`config.mk`:
```
export PLATFORM = sky130hd
export DESIGN_NAME = periodic_irq_divider
export DESIGN_NICKNAME = d
export VERILOG_FILES = /design/src/rtl/pirq_pkg.sv /design/src/rtl/pirq_tick_counter.sv /design/src/rtl/pirq_rate_decode.sv /design/src/rtl/pirq_event.sv /design/src/rtl/periodic_irq_divider.sv
export SDC_FILE = /design/constraint.sdc
export NUM_CORES = 1
export LEC_CHECK = 0
export ABC_AREA = 1
export BUFFER_PORTS_ARGS = -buffer_cell sky130_fd_sc_hd__buf_2
export CORE_ASPECT_RATIO = 0.75
export CORE_MARGIN = 8
export CORE_UTILIZATION = 39
export DETAILED_ROUTE_END_ITERATION = 10
export PLACE_DENSITY = 0.56
export SLEW_MARGIN = 20
export SYNTH_ARGS = -nofsm -noshare
export SYNTH_HDL_FRONTEND = slang
export SYNTH_SLANG_ARGS = --single-unit
```
`constraint.sdc`:
```
create_clock -name clk -period 2.5 [get_ports clk]
set_clock_uncertainty 0.1 [all_clocks]
set_input_delay 0.25 -clock clk [delete_from_list [all_inputs] [get_ports clk]]
set_output_delay 0.25 -clock clk [all_outputs]
set_load 0.03 [all_outputs]
```
`src/rtl/pirq_pkg.sv`:
```
package pirq_pkg;

    localparam int CODE_W = 4;

    typedef struct packed {
        logic              on;
        logic [CODE_W-1:0] eff;
    } rate_sel_t;

    function automatic rate_sel_t fold_rate(input logic [CODE_W-1:0] code, input logic en);
        rate_sel_t r;
        r.on  = en && (code != '0);
        r.eff = (code == 4'd1) ? 4'd8 :
                (code == 4'd2) ? 4'd9 : code;
        return r;
    endfunction

endpackage

```
`src/rtl/pirq_tick_counter.sv`:
```
module pirq_tick_counter #(
    parameter int CNT_W = 15
) (
    input  logic             clk,
    input  logic             rst,
    input  logic             tick_en,
    output logic [CNT_W-1:0] cnt,
    output logic [CNT_W-1:0] cnt_next
);

    assign cnt_next = cnt + 1'b1;

    always_ff @(posedge clk) begin
        if (rst)
            cnt <= '0;
        else if (tick_en)
            cnt <= cnt_next;
    end

    // count holds without a tick
    p_count_hold_r2: assert property (@(posedge clk) disable iff (rst)
        !tick_en |=> $stable(cnt));

endmodule

```
`src/rtl/pirq_rate_decode.sv`:
```
module pirq_rate_decode
    import pirq_pkg::*;
#(
    parameter int CNT_W = 15
) (
    input  logic [CODE_W-1:0] rate_code,
    input  logic              pie,
    output logic              active,
    output logic [CNT_W-1:0]  mask
);

    rate_sel_t sel;

    always_comb sel = fold_rate(rate_code, pie);

    assign active = sel.on;

    for (genvar i = 0; i < CNT_W; i++) begin : g_mask
        assign mask[i] = (i + 1) < int'(sel.eff);
    end

endmodule

```
`src/rtl/pirq_event.sv`:
```
module pirq_event #(
    parameter int CNT_W = 15
) (
    input  logic             clk,
    input  logic             rst,
    input  logic             tick_en,
    input  logic             active,
    input  logic [CNT_W-1:0] mask,
    input  logic [CNT_W-1:0] cnt_next,
    input  logic             flag_clr,
    output logic             expiry,
    output logic             pf_set,
    output logic             irq
);

    assign expiry = tick_en && active && ((cnt_next & mask) == '0);

    always_ff @(posedge clk) begin
        if (rst) begin
            pf_set <= 1'b0;
            irq    <= 1'b0;
        end else begin
            pf_set <= expiry;
            if (expiry)
                irq <= 1'b1;
            else if (flag_clr)
                irq <= 1'b0;
        end
    end

    // a pulse always comes with the request
    p_pulse_sets_irq_r8: assert property (@(posedge clk) disable iff (rst)
        pf_set |-> irq);

    // request holds until cleared
    p_irq_hold_r8: assert property (@(posedge clk) disable iff (rst)
        (irq && !flag_clr) |=> irq);

    // clear without expiry drops the request
    p_irq_clear_r8: assert property (@(posedge clk) disable iff (rst)
        (flag_clr && !expiry) |=> !irq);

    // expiry beats a simultaneous clear
    p_expiry_wins_r9: assert property (@(posedge clk) disable iff (rst)
        (flag_clr && expiry) |=> irq);

endmodule

```
`src/rtl/periodic_irq_divider.sv`:
```
module periodic_irq_divider
    import pirq_pkg::*;
#(
    parameter int CNT_W = 15
) (
    input  logic              clk,
    input  logic              rst,
    input  logic              tick_en,
    input  logic [CODE_W-1:0] rate_code,
    input  logic              pie,
    input  logic              flag_clr,
    output logic              pf_set,
    output logic              irq
);

    logic [CNT_W-1:0] cnt;
    logic [CNT_W-1:0] cnt_next;
    logic [CNT_W-1:0] mask;
    logic             active;
    logic             expiry;

    pirq_tick_counter #(.CNT_W(CNT_W)) u_cnt (
        .clk      (clk),
        .rst      (rst),
        .tick_en  (tick_en),
        .cnt      (cnt),
        .cnt_next (cnt_next)
    );

    pirq_rate_decode #(.CNT_W(CNT_W)) u_dec (
        .rate_code (rate_code),
        .pie       (pie),
        .active    (active),
        .mask      (mask)
    );

    pirq_event #(.CNT_W(CNT_W)) u_evt (
        .clk      (clk),
        .rst      (rst),
        .tick_en  (tick_en),
        .active   (active),
        .mask     (mask),
        .cnt_next (cnt_next),
        .flag_clr (flag_clr),
        .expiry   (expiry),
        .pf_set   (pf_set),
        .irq      (irq)
    );

    // pulses only follow a tick
    p_pulse_needs_tick_r2: assert property (@(posedge clk) disable iff (rst)
        pf_set |-> $past(tick_en));

    // code zero never pulses
    p_no_pulse_code0_r5: assert property (@(posedge clk) disable iff (rst)
        pf_set |-> ($past(rate_code) != '0));

    // enable low never pulses
    p_no_pulse_pie_off_r6: assert property (@(posedge clk) disable iff (rst)
        pf_set |-> $past(pie));

    // pulses land on absolute period boundaries
    p_aligned_r7: assert property (@(posedge clk) disable iff (rst)
        pf_set |-> ((cnt & $past(mask)) == '0));

endmodule

```
# --- Word level (Yosys, flattened, before mapping) ---
# Index checks and enable logic that the tools add are counted.
word_totals:
  register_bits: 17
  elab_cells: 31
  out_inout_bits: 2
  in_bits: 9
op_classes:
  n_lt_le_gt_ge: 14
  reduce_logical: 6
  eq_ne: 2
  mux: 4
  n_bitwise: 1
  n_addsub: 1
ops:
  columns: ["operator", "count"]
  rows:
  - ["$lt 4x4->1 const A", 7]
  - ["$lt 3x4->1 const A", 4]
  - ["$add 15x1->15 const B", 1]
  - ["$and 15x14->15", 1]
  - ["$logic_not 15->1", 1]
  - ["$lt 2x4->1 const A", 2]
  - ["$mux 4", 2]
  - ["$eq 4x1->1 const B", 1]
  - ["$eq 4x2->1 const B", 1]
  - ["$lt 1x4->1 const A", 1]
  - ["$reduce_bool 4->1", 1]
  - ["$logic_and 1x1->1", 3]
  - ["$mux 1", 2]
  - ["$reduce_bool 2->1", 1]

# --- Logic depth before layout (Yosys ltp) ---
# Gate-level depths: netlist of run 1.
logic_depth:
  depth_word: 8
  mapped_depth: 12
  ltp_nobuf: 12

# --- Modules after synthesis ---
# Synthesis of run 1 repeated with hierarchy kept, for this count alone.
hier_totals:
  hier_cells: 225
  hier_area_um2: 1290.0
modules_own_cells:
  columns: ["module", "area_each_um2", "cells_each", "instances", "seq_area_each_um2"]
  rows:
  - ["pirq_tick_counter", 950.9, 152, 1, 300.3]
  - ["pirq_event", 185.2, 39, 1, 40.0]
  - ["pirq_rate_decode", 153.9, 34, 1, 0.0]

# --- Worst setup path after synthesis of run 1 ---
# OpenSTA, ideal clock, no wires.
synth_path:
  path_type: "reg-to-reg"
  start: "register u_cnt.cnt[0]"
  end: "register u_evt.irq"
  path_stages_with_launch: 13
  required_ns: 2.285
  slack_ns: 1.033
  arrival_ns: 1.252
  path_buffers: 0
  path_cell_list: "dfxtp_1 > ha_1 > nand2_2 > nor2_1 > nand2_1 > nand2_1 > nand2_1 > nand2_1 > nor2_1 > nor2_1 > nor2_1 > nand3_1 > nand2_1"
synth_between:
  elab_chain_len: 5
  elab_cells_between_ends: 6
  classes_between: "add/sub: 1; mux: 1; bitwise: 1; reduce/logical: 3"
synth_lines:
  columns: ["item", "line_no", "text"]
  rows:
  - ["start, declared", "pirq_tick_counter.sv:7", "output logic [CNT_W-1:0] cnt,"]
  - ["start signal, assigned", "pirq_tick_counter.sv:17", "cnt <= cnt_next;"]
  - ["$add 15x1->15 *", "pirq_tick_counter.sv:11", "assign cnt_next = cnt + 1'b1;"]
  - ["$and 15x14->15 *", "pirq_event.sv:16", "assign expiry = tick_en && active && ((cnt_next & mask) == '0);"]
  - ["$logic_not 15->1 *", "pirq_event.sv:16", null]
  - ["$logic_and 1x1->1 *", "pirq_event.sv:16", null]
  - ["$mux 1 / $reduce_bool 2->1 (equally long branches)", null, null]
  - ["end signal, assigned", "pirq_event.sv:21", "irq <= 1'b0;"]
  - ["end signal, assigned", "pirq_event.sv:25", "irq <= 1'b1;"]
  - ["end signal, assigned", "pirq_event.sv:27", "irq <= 1'b0;"]
  - ["end, declared", "pirq_event.sv:13", "output logic irq"]
# Every way passes the cells marked *; elsewhere a longest branch is shown, timed or not.
# A chain may end at the register's enable or synchronous reset.

# --- Worst setup path in the final report of run 1 ---
layout_path:
  start: "register u_cnt.cnt[1]"
  end: "register u_evt.irq"
# Same word-level chain as after synthesis.

==> impl_metrics.tcl, run 1 <==
set metrics [dict create \
    post_cts_buffers 0 \
    drtIter0Drc 77 \
    cp_max_fo 4 \
    path_buf_inv 0 \
    synthTopCellsByArea "dfxtp_1 (29%), nand2_1 (20%), inv_1 (12%)" \
    vias 1150 \
    wl_microns 2790 \
    timing.final.hold_violations 0 \
    die-area_sq_um 4850 \
    viasPerCell 4.75 \
    drc_errors 0 \
    drtPass1Iterations 4 \
    cp-end-kind "register" \
    drv_cap 0 \
    cts-root-buf "clkbuf_8" \
    syn_nets 205 \
    die_w_microns 77.8 \
    hp-class "in -> reg" \
    portBuffers 10 \
    yosys.area.top_type "dfxtp_1" \
    place_congestion 0.896 \
    cp_top_family "simple AND/OR/NAND/NOR gates" \
    row_count 16 \
    holdWs_ps 150 \
    die_y_microns 62.4 \
    clock_sinks 16 \
    area_growth_pct 12.4 \
    htreeDepth 1 \
    holdBufCountCts 0 \
    cts_tree "built" \
    crit_top_cell "nand2_1" \
    relSlewSlack_pct 69.3 \
    insertion_delay_ps 260 \
    crit_arrival_ps 1740 \
    ff2ff_setup_slack_ps 810 \
    synth_most_common_cell "nand2_1" \
    crit_path_max_incr_delay_ps 380 \
    crit_required_ps 2550 \
    synth_edf_count 0 \
    min_period_ps 1690 \
    synth_commonest_cells "nand2_1 (60), inv_1 (36), nand3_1 (21), nor2_1 (21), dfxtp_1 (16)" \
    slowest_stage "dfxtp_1" \
    grt_overflow 0 \
    cts_made_buffers 3 \
    place_area_sq_um 1200 \
    slew_viol_final 0 \
    fin_area_sq_um 1260 \
    seq_area_sq_um 320 \
    synth_seq_cells 16 \
    clockBufferDepth 2 \
    setup_viol 0 \
    multiInputGateArea_sq_um 651 \
    rsz0062_at_grt "false" \
    ys.flop_type "dfxtp_1" \
    synth_cells 195 \
    place_hpwl_microns 2210 \
    crit_chain "ha_1 > nand2_2 > nor2_1 > nand2_1 > nand2_1 > nand2_1 > nand2_1 > nor2_1 > nor2_1 > nor2_1 > nand3_1 > nand2_1" \
    clkSlewWorstSetupHoldPaths_ps 60 \
    grt_pass1_vias 1036 \
    grt_max_degree 17 \
    ir_drop_mv 0.297 \
    p_leak_nw 0.669 \
    netlist_area_sq_um 1120 \
    layout-drive-gt1-share_pct 8.25 \
    worst_slew_pin_slew_ps 460 \
    cts_resized 0 \
    synthArstFlopShare_pct 0 \
    grt_pass1_wl_microns 4660 \
    critPathKind "reg -> reg" \
    start_kind "register" \
    yosysSeqAreaShare_pct 28.7 \
    ant_nets 0 \
    antenna_found_initial 0 \
    ys_types 17 \
    core_area_sq_um 2660 \
    yosysWarningCount 0 \
    wl_per_cell_microns 11.5 \
    max_freq_ghz 0.591 \
    start_util_pct 42.0 \
    fin_crit_sh_pct 67.7 \
    track_usage_pct 11.6 \
    final.fill_count 289 \
    status "completed" \
    avgSynthCellArea_sq_um 5.73 \
    synth_top_area_share_pct 28.7 \
    power_density_nw_per_um2 495 \
    pin_count 11 \
    setup_tns_ps 0 \
    nNetsFinal 217 \
    antenna_cells 0 \
]
[final cells by class]
cell class,instances,share of cell area (%)
clock buffer,4,4.38
sequential,16,25.5
inverter,36,10.8
timing repair buffer,10,3.98
multi-input combinational,140,51.8
tap,36,3.59
[routing by layer]
layer	wire, microns	global-route usage (%)
met1	1490	16.0
met2	1130	16.9
met3	139	3.30
met4	34	3.52
met5	0	0
[cell families after synthesis]
group	Yosys count	share of synthesized area [%]
compound gates	27	13.7
xor+xnor	2	1.57
fa+ha+maj	1	1.12
buf+inv	39	13.1
flops	16	28.7
simple gates	110	41.9
[power breakdown]
part / internal (W) / leakage (nW) / switching, W
Combinational: 0.0000344 / 0.508 / 0.0000630
Clock: 0.000140 / 0.0288 / 0.0000986
Sequential: 0.000270 / 0.132 / 0.0000158
[layout by cell type (no fill, tap or decap), drive strengths merged]
| cell | count |
|---|---|
| a21oi | 9 |
| clkbuf | 4 |
| ha | 1 |
| dfxtp | 16 |
| nand3 | 21 |
| buf | 10 |
| inv | 36 |
| nand3b | 1 |
| nor2 | 23 |
| nand4 | 2 |
| xnor2 | 2 |
| nand2 | 61 |
| o211ai | 5 |
| o21bai | 2 |
| o21ai | 11 |
| nor3 | 2 |
[worst min-delay path, cell delays in order]
cell,delay [ps]
buf_2,70
nand3b_1,90
nand2_1,50
[sequential cells by signal, indices dropped and copies added (netlist names)]
signal / flops
u_evt.pf_set: 1
u_evt.irq: 1
u_cnt.cnt: 14
[final timing paths]
path	start	endpoint	cells past startpoint
setup / recovery	u_cnt.cnt[1]	u_evt.irq	12
hold reg to reg	u_evt.irq	u_evt.irq	2
setup reg to reg	u_cnt.cnt[1]	u_evt.irq	12
hold / removal	flag_clr	u_evt.irq	3
[stage by stage]
stage          utilization, %  power, W  worst slack [ps]  std cells
6_report                 47.2  0.000621               807        242
5_1_grt                  47.2  0.000659               542        242
4_1_cts                  47.2  0.000627               822        242
3_5_place_dp             45.1  0.000388               840        238
3_3_place_gp             45.1  0.000388               820        238
2_1_floorplan               -  0.000358              1030        195
No activity file was read; power rests on OpenSTA's default activity.
==> run 2: changes to the inputs <==
Clock period 2.5 ns to 1.7 ns, I/O delays scaled along.
==> run 2 against run 1 <==
  * Critical path depth down 4
  * Die area is the same
  * First-iteration DRC count shrank 10%
  * Largest power group unchanged
  * Combinational power rose by 54%
  * Global-route usage rose by 0.63 points
==> impl_metrics.tcl, run 2 (synthesis results as in run 1) <==
set metrics [dict create \
    status "completed" \
    min_period_ps 1570 \
    crit_required_ps 1800 \
    grt_max_degree 17 \
    p_leak_nw 0.689 \
    critPathCapture "u_evt.irq" \
    drc_errors 0 \
    row_count 16 \
    cts_made_buffers 3 \
    start_util_pct 42.0 \
    die-area_sq_um 4850 \
    hp-class "in -> reg" \
    grt_overflow 0 \
    start_kind "register" \
    ff2ff_setup_slack_ps 130 \
    crit_arrival_ps 1670 \
    cp-end-kind "register" \
    clock_sinks 16 \
    top_regs "u_cnt.cnt: 14 flops, u_evt.irq: 1 flops, u_evt.pf_set: 1 flops" \
    drtPass1Iterations 4 \
    antenna_found_initial 0 \
    pin_count 11 \
    reg2reg_from "u_cnt.cnt[0]" \
    track_usage_pct 12.3 \
    p_sw_share_pct 28.3 \
    drtIter0Drc 69 \
    slowest_stage "dfxtp_4" \
    crit_chain "ha_4 > nor3_1 > nand3_1 > a21oi_1 > nand3_1 > nor2_1 > nand3_1 > nand2_1" \
    wl_microns 2900 \
    startpoint "u_cnt.cnt[0]" \
    p_int_w 0.000658 \
    clockPowerShare_pct 37.5 \
    ir_drop_mv 0.532 \
    crit_top_cell "nand3_1" \
    p_seq_share_pct 46.1 \
    insertion_delay_ps 260 \
    cp_top_family "simple AND/OR/NAND/NOR gates" \
    slew_viol_final 0 \
    grt_pass1_vias 1073 \
    r2r_cells 8 \
    place_congestion 0.876 \
    wl_per_cell_microns 11.9 \
    fin_crit_sh_pct 92.5 \
    cp_max_fo 4 \
    area_growth_pct 17.4 \
    ant_nets 0 \
    htreeDepth 1 \
    power_density_nw_per_um2 699 \
    viasPerCell 4.84 \
    worst_slew_pin_slew_ps 439 \
    drv_cap 0 \
    cts_tree "built" \
    portBuffers 10 \
    max_freq_ghz 0.636 \
    crit_path_max_incr_delay_ps 360 \
    cp.depth 8 \
    nNetsFinal 218 \
    p_sw_w 0.000260 \
    setup_viol 0 \
    grt_pass1_wl_microns 4820 \
    final_common_cell "nand2_1" \
    largest_register_ff_count 14 \
    setup_tns_ps 0 \
    relSlewSlack_pct 70.7 \
    die_y_microns 62.4 \
    antenna_cells 0 \
    timing.final.hold_violations 0 \
    power_frac_comb_pct 16.4 \
    largest-register "u_cnt.cnt" \
    vias 1177 \
    clockBufferDepth 2 \
    clkSlewWorstSetupHoldPaths_ps 60 \
    fin_util_pct 49.2 \
    cts-root-buf "clkbuf_8" \
    holdWs_ps 64.8 \
    layout.cells.most_common_list "nand2_1 (58), inv_1 (36), nand3_1 (21)" \
    r2r_end "u_evt.irq" \
    core_area_sq_um 2660 \
    place_hpwl_microns 2280 \
    critPathKind "reg -> reg" \
    die_w_microns 77.8 \
    layout-drive-gt1-share_pct 14.0 \
    path_buf_inv 0 \
]
[run 2: cell types whose count changed in the layout (fill, tap and decap cells not counted), moves of 2 or more]
cell	change
dfxtp_1	-6
dfxtp_2	+3
dfxtp_4	+3
nand2_1	-2
nor2_1	-2
[run 2: final cells by class]
type | count | area, sq um
Multi-Input combinational cell | 140 | 683
Tap cell | 36 | 45.0
Clock buffer | 4 | 55.1
Sequential cell | 16 | 335
Fill cell | 285 | 1350
Timing Repair Buffer | 11 | 57.6
Inverter | 36 | 135
[run 2: layer usage]
layer | part of all wire, % | wire [microns] | track usage [%] | vias to the layer above
met5 | 0 | 0 | 0 | -
met4 | 2.2 | 64 | 6.34 | 0
met3 | 4.4 | 128 | 3.30 | 7
met2 | 40 | 1170 | 17.1 | 20
met1 | 53 | 1540 | 16.6 | 513
li1 | - | - | - | 637
[run 2: how the worst min path moves through the flow]
| stage | start | end | slack, ps | cells after the start |
|---|---|---|---|---|
| 3_5_place_dp | flag_clr | u_evt.irq | 340 | 3 |
| 6_report | flag_clr | u_evt.irq | 60 | 3 |
| 4_1_cts | flag_clr | u_evt.irq | 60 | 3 |
| 3_3_place_gp | flag_clr | u_evt.irq | 330 | 3 |
| 2_1_floorplan | tick_en | u_cnt.cnt[1] | 230 | 2 |
| 5_1_grt | flag_clr | u_evt.irq | 60 | 3 |
[run 2: repair_timing]
item,4_1_cts,5_1_grt
setup endpoints to repair,0,2
hold buffers,0,0
setup buffers,0,0
resized for setup,0,18
[run 2: per-stage QoR]
stage                     std cells  worst slack, ps  cell area (sq um)  power, W
after CTS                       243             20.2               1260  0.000913
after global routing            243            -2.19               1310  0.000973
after global placement          239             21.0               1210  0.000571
after detailed placement        239             34.8               1210  0.000570
final                           243              128               1310  0.000917
after floorplan                 195              233               1120  0.000527
[run 2: power groups by stage]
stage / clock network, W / logic, W / registers, W
after floorplan: 0 / 0.000105 / 0.000422
after global placement: 0 / 0.000143 / 0.000427
after detailed placement: 0 / 0.000143 / 0.000427
after CTS: 0.000351 / 0.000144 / 0.000419
after global routing: 0.000373 / 0.000174 / 0.000426
final: 0.000344 / 0.000150 / 0.000423
[run 2: worst min-delay path, delay by kind of cell]
kind | cells | cell delay (ps)
and+or+nand+nor | 2 | 140
buffers and inverters | 1 | 70
==> run 3: changes to the inputs <==
Settings changed: CORE_ASPECT_RATIO 0.75 to unset.
==> run 3 against run 2 <==
  * Sequential cell count stayed put
  * Maximum frequency increased by 3.9%
  * Via count up 0.25%
  * Global-route usage is 0.55 points lower
  * Critical path type unchanged
  * Clock power shrank 35%
  * First-iteration DRC count is 19% lower
  * Largest cell class unchanged
  * Wire length fell by 2.0%
  * Critical endpoint unchanged
==> impl_metrics.tcl, run 3 (synthesis results as in run 1) <==
set metrics [dict create \
    status "completed" \
    rsz0062_at_grt "false" \
    place_area_sq_um 1190 \
    start_util_pct 40.9 \
    insertion_delay_ps 290 \
    cts_resized 0 \
    die-area_sq_um 4830 \
    cts-root-buf "clkbuf_4" \
    crit_required_ps 1850 \
    slowest_stage "dfxtp_2" \
    largest-register "u_cnt.cnt" \
    p_leak_nw 0.655 \
    holdBufCountCts 0 \
    cp-end-kind "register" \
    layout.cells.most_common_list "nand2_1 (60), inv_1 (36), nand3_1 (21)" \
    core_area_sq_um 2730 \
    vias 1180 \
    drtIter0Drc 56 \
    drtPass1Iterations 4 \
    timing.final.hold_violations 0 \
    track_usage_pct 11.7 \
    crit_top_cell "nand2_1" \
    relSlewSlack_pct 68.9 \
    crit_arrival_ps 1660 \
    path_buf_inv 0 \
    area_growth_pct 11.8 \
    p_total_w 0.000795 \
    drv_cap 0 \
    cp_top_family "simple AND/OR/NAND/NOR gates" \
    layout-drive-gt1-share_pct 12.7 \
    antenna_found_initial 0 \
    antenna_cells 0 \
    start_kind "register" \
    dp_slack_ps 83.0 \
    worst_slew_pin_slew_ps 466 \
    cts_made_buffers 3 \
    viasPerCell 5.00 \
    row_count 19 \
    largest_register_ff_count 14 \
    fin_crit_sh_pct 88.9 \
    place_hpwl_microns 2250 \
    post_cts_buffers 0 \
    place_congestion 0.911 \
    power_density_nw_per_um2 637 \
    setup_viol 0 \
    nNetsFinal 217 \
    top_regs "u_cnt.cnt: 14 flops, u_evt.irq: 1 flops, u_evt.pf_set: 1 flops" \
    portBuffers 10 \
    grt_pass1_wl_microns 4900 \
    slew_viol_final 0 \
    crit_chain "ha_4 > nand2_2 > nor2_4 > xnor2_1 > nand2_1 > o21bai_1 > nand3_1 > nand2_1" \
    fin_area_sq_um 1250 \
    min_period_ps 1510 \
    htreeDepth 1 \
    critPathKind "reg -> reg" \
    drc_errors 0 \
    wl_per_cell_microns 12.0 \
    die_w_microns 69.5 \
    wl_microns 2840 \
    pin_count 11 \
    ir_drop_mv 0.299 \
    setup_tns_ps 0 \
    clkSlewWorstSetupHoldPaths_ps 110 \
    finalWorstSetupSlack_ps 188 \
    grt_pass1_vias 1116 \
    grt_max_degree 17 \
    hp-class "in -> reg" \
    clock_sinks 16 \
    die_y_microns 69.5 \
    final_common_cell "nand2_1" \
    grt_overflow 0 \
    clockBufferDepth 2 \
    cts_tree "built" \
    cp_max_fo 5 \
    final.fill_count 306 \
    crit_path_max_incr_delay_ps 400 \
    max_freq_ghz 0.661 \
    ant_nets 0 \
]
run 3: cell count changes in the layout (fill, tap and decap cells not counted), moves of 2 or more:
cell	previous run	this run
nor2_2	1	3
dfxtp_2	3	5
clkbuf_8	4	0
dfxtp_4	3	0
nand2_1	58	60
clkbuf_4	0	3
run 3: path summary, 6_finish.rpt:
kind,slack [ps],cells after the start,end,from
setup / recovery,190,8,u_evt.irq,u_cnt.cnt[0]
hold / removal,9,3,u_evt.irq,flag_clr
setup reg to reg,190,8,u_evt.irq,u_cnt.cnt[0]
hold reg to reg,380,2,u_evt.irq,u_evt.irq
run 3: metrics by stage:
stage	hold WS, ps	utilization, %	std cells
floorplan	234	-	195
global placement	327	43.7	233
detailed placement	340	43.7	233
CTS	12.4	44.5	236
global route	40.9	45.7	236
finish	9.40	45.7	236
run 3: area by class of cell:
cell class	count	area, sq um	share of cell area, %
multi-input cells	140	676	54.1
flip-flops and latches	16	327	26.2
inverters	36	135	10.8
repair buffers	10	50.0	4.01
well taps	31	38.8	3.11
clock buffers	3	22.5	1.80
run 3: report_power, final:
group	internal, W	switching (W)
clock	0.0000825	0.000140
sequential	0.000398	0.0000246
combinational	0.0000552	0.0000948
total	0.000536	0.000259
run 3: layer usage:
layer  share of wire (%)  GRT usage (%)  routed length, microns
met1                  50           15.3                    1420
met2                  44           19.4                    1260
met3                 4.4           1.86                     126
met4                 1.3           2.73                      36
met5                   0              0                       0
run 3: worst min-delay path, cell delays in order:
cell and delay, ps:
buf_2 70, nand3b_1 90, nand2_1 50
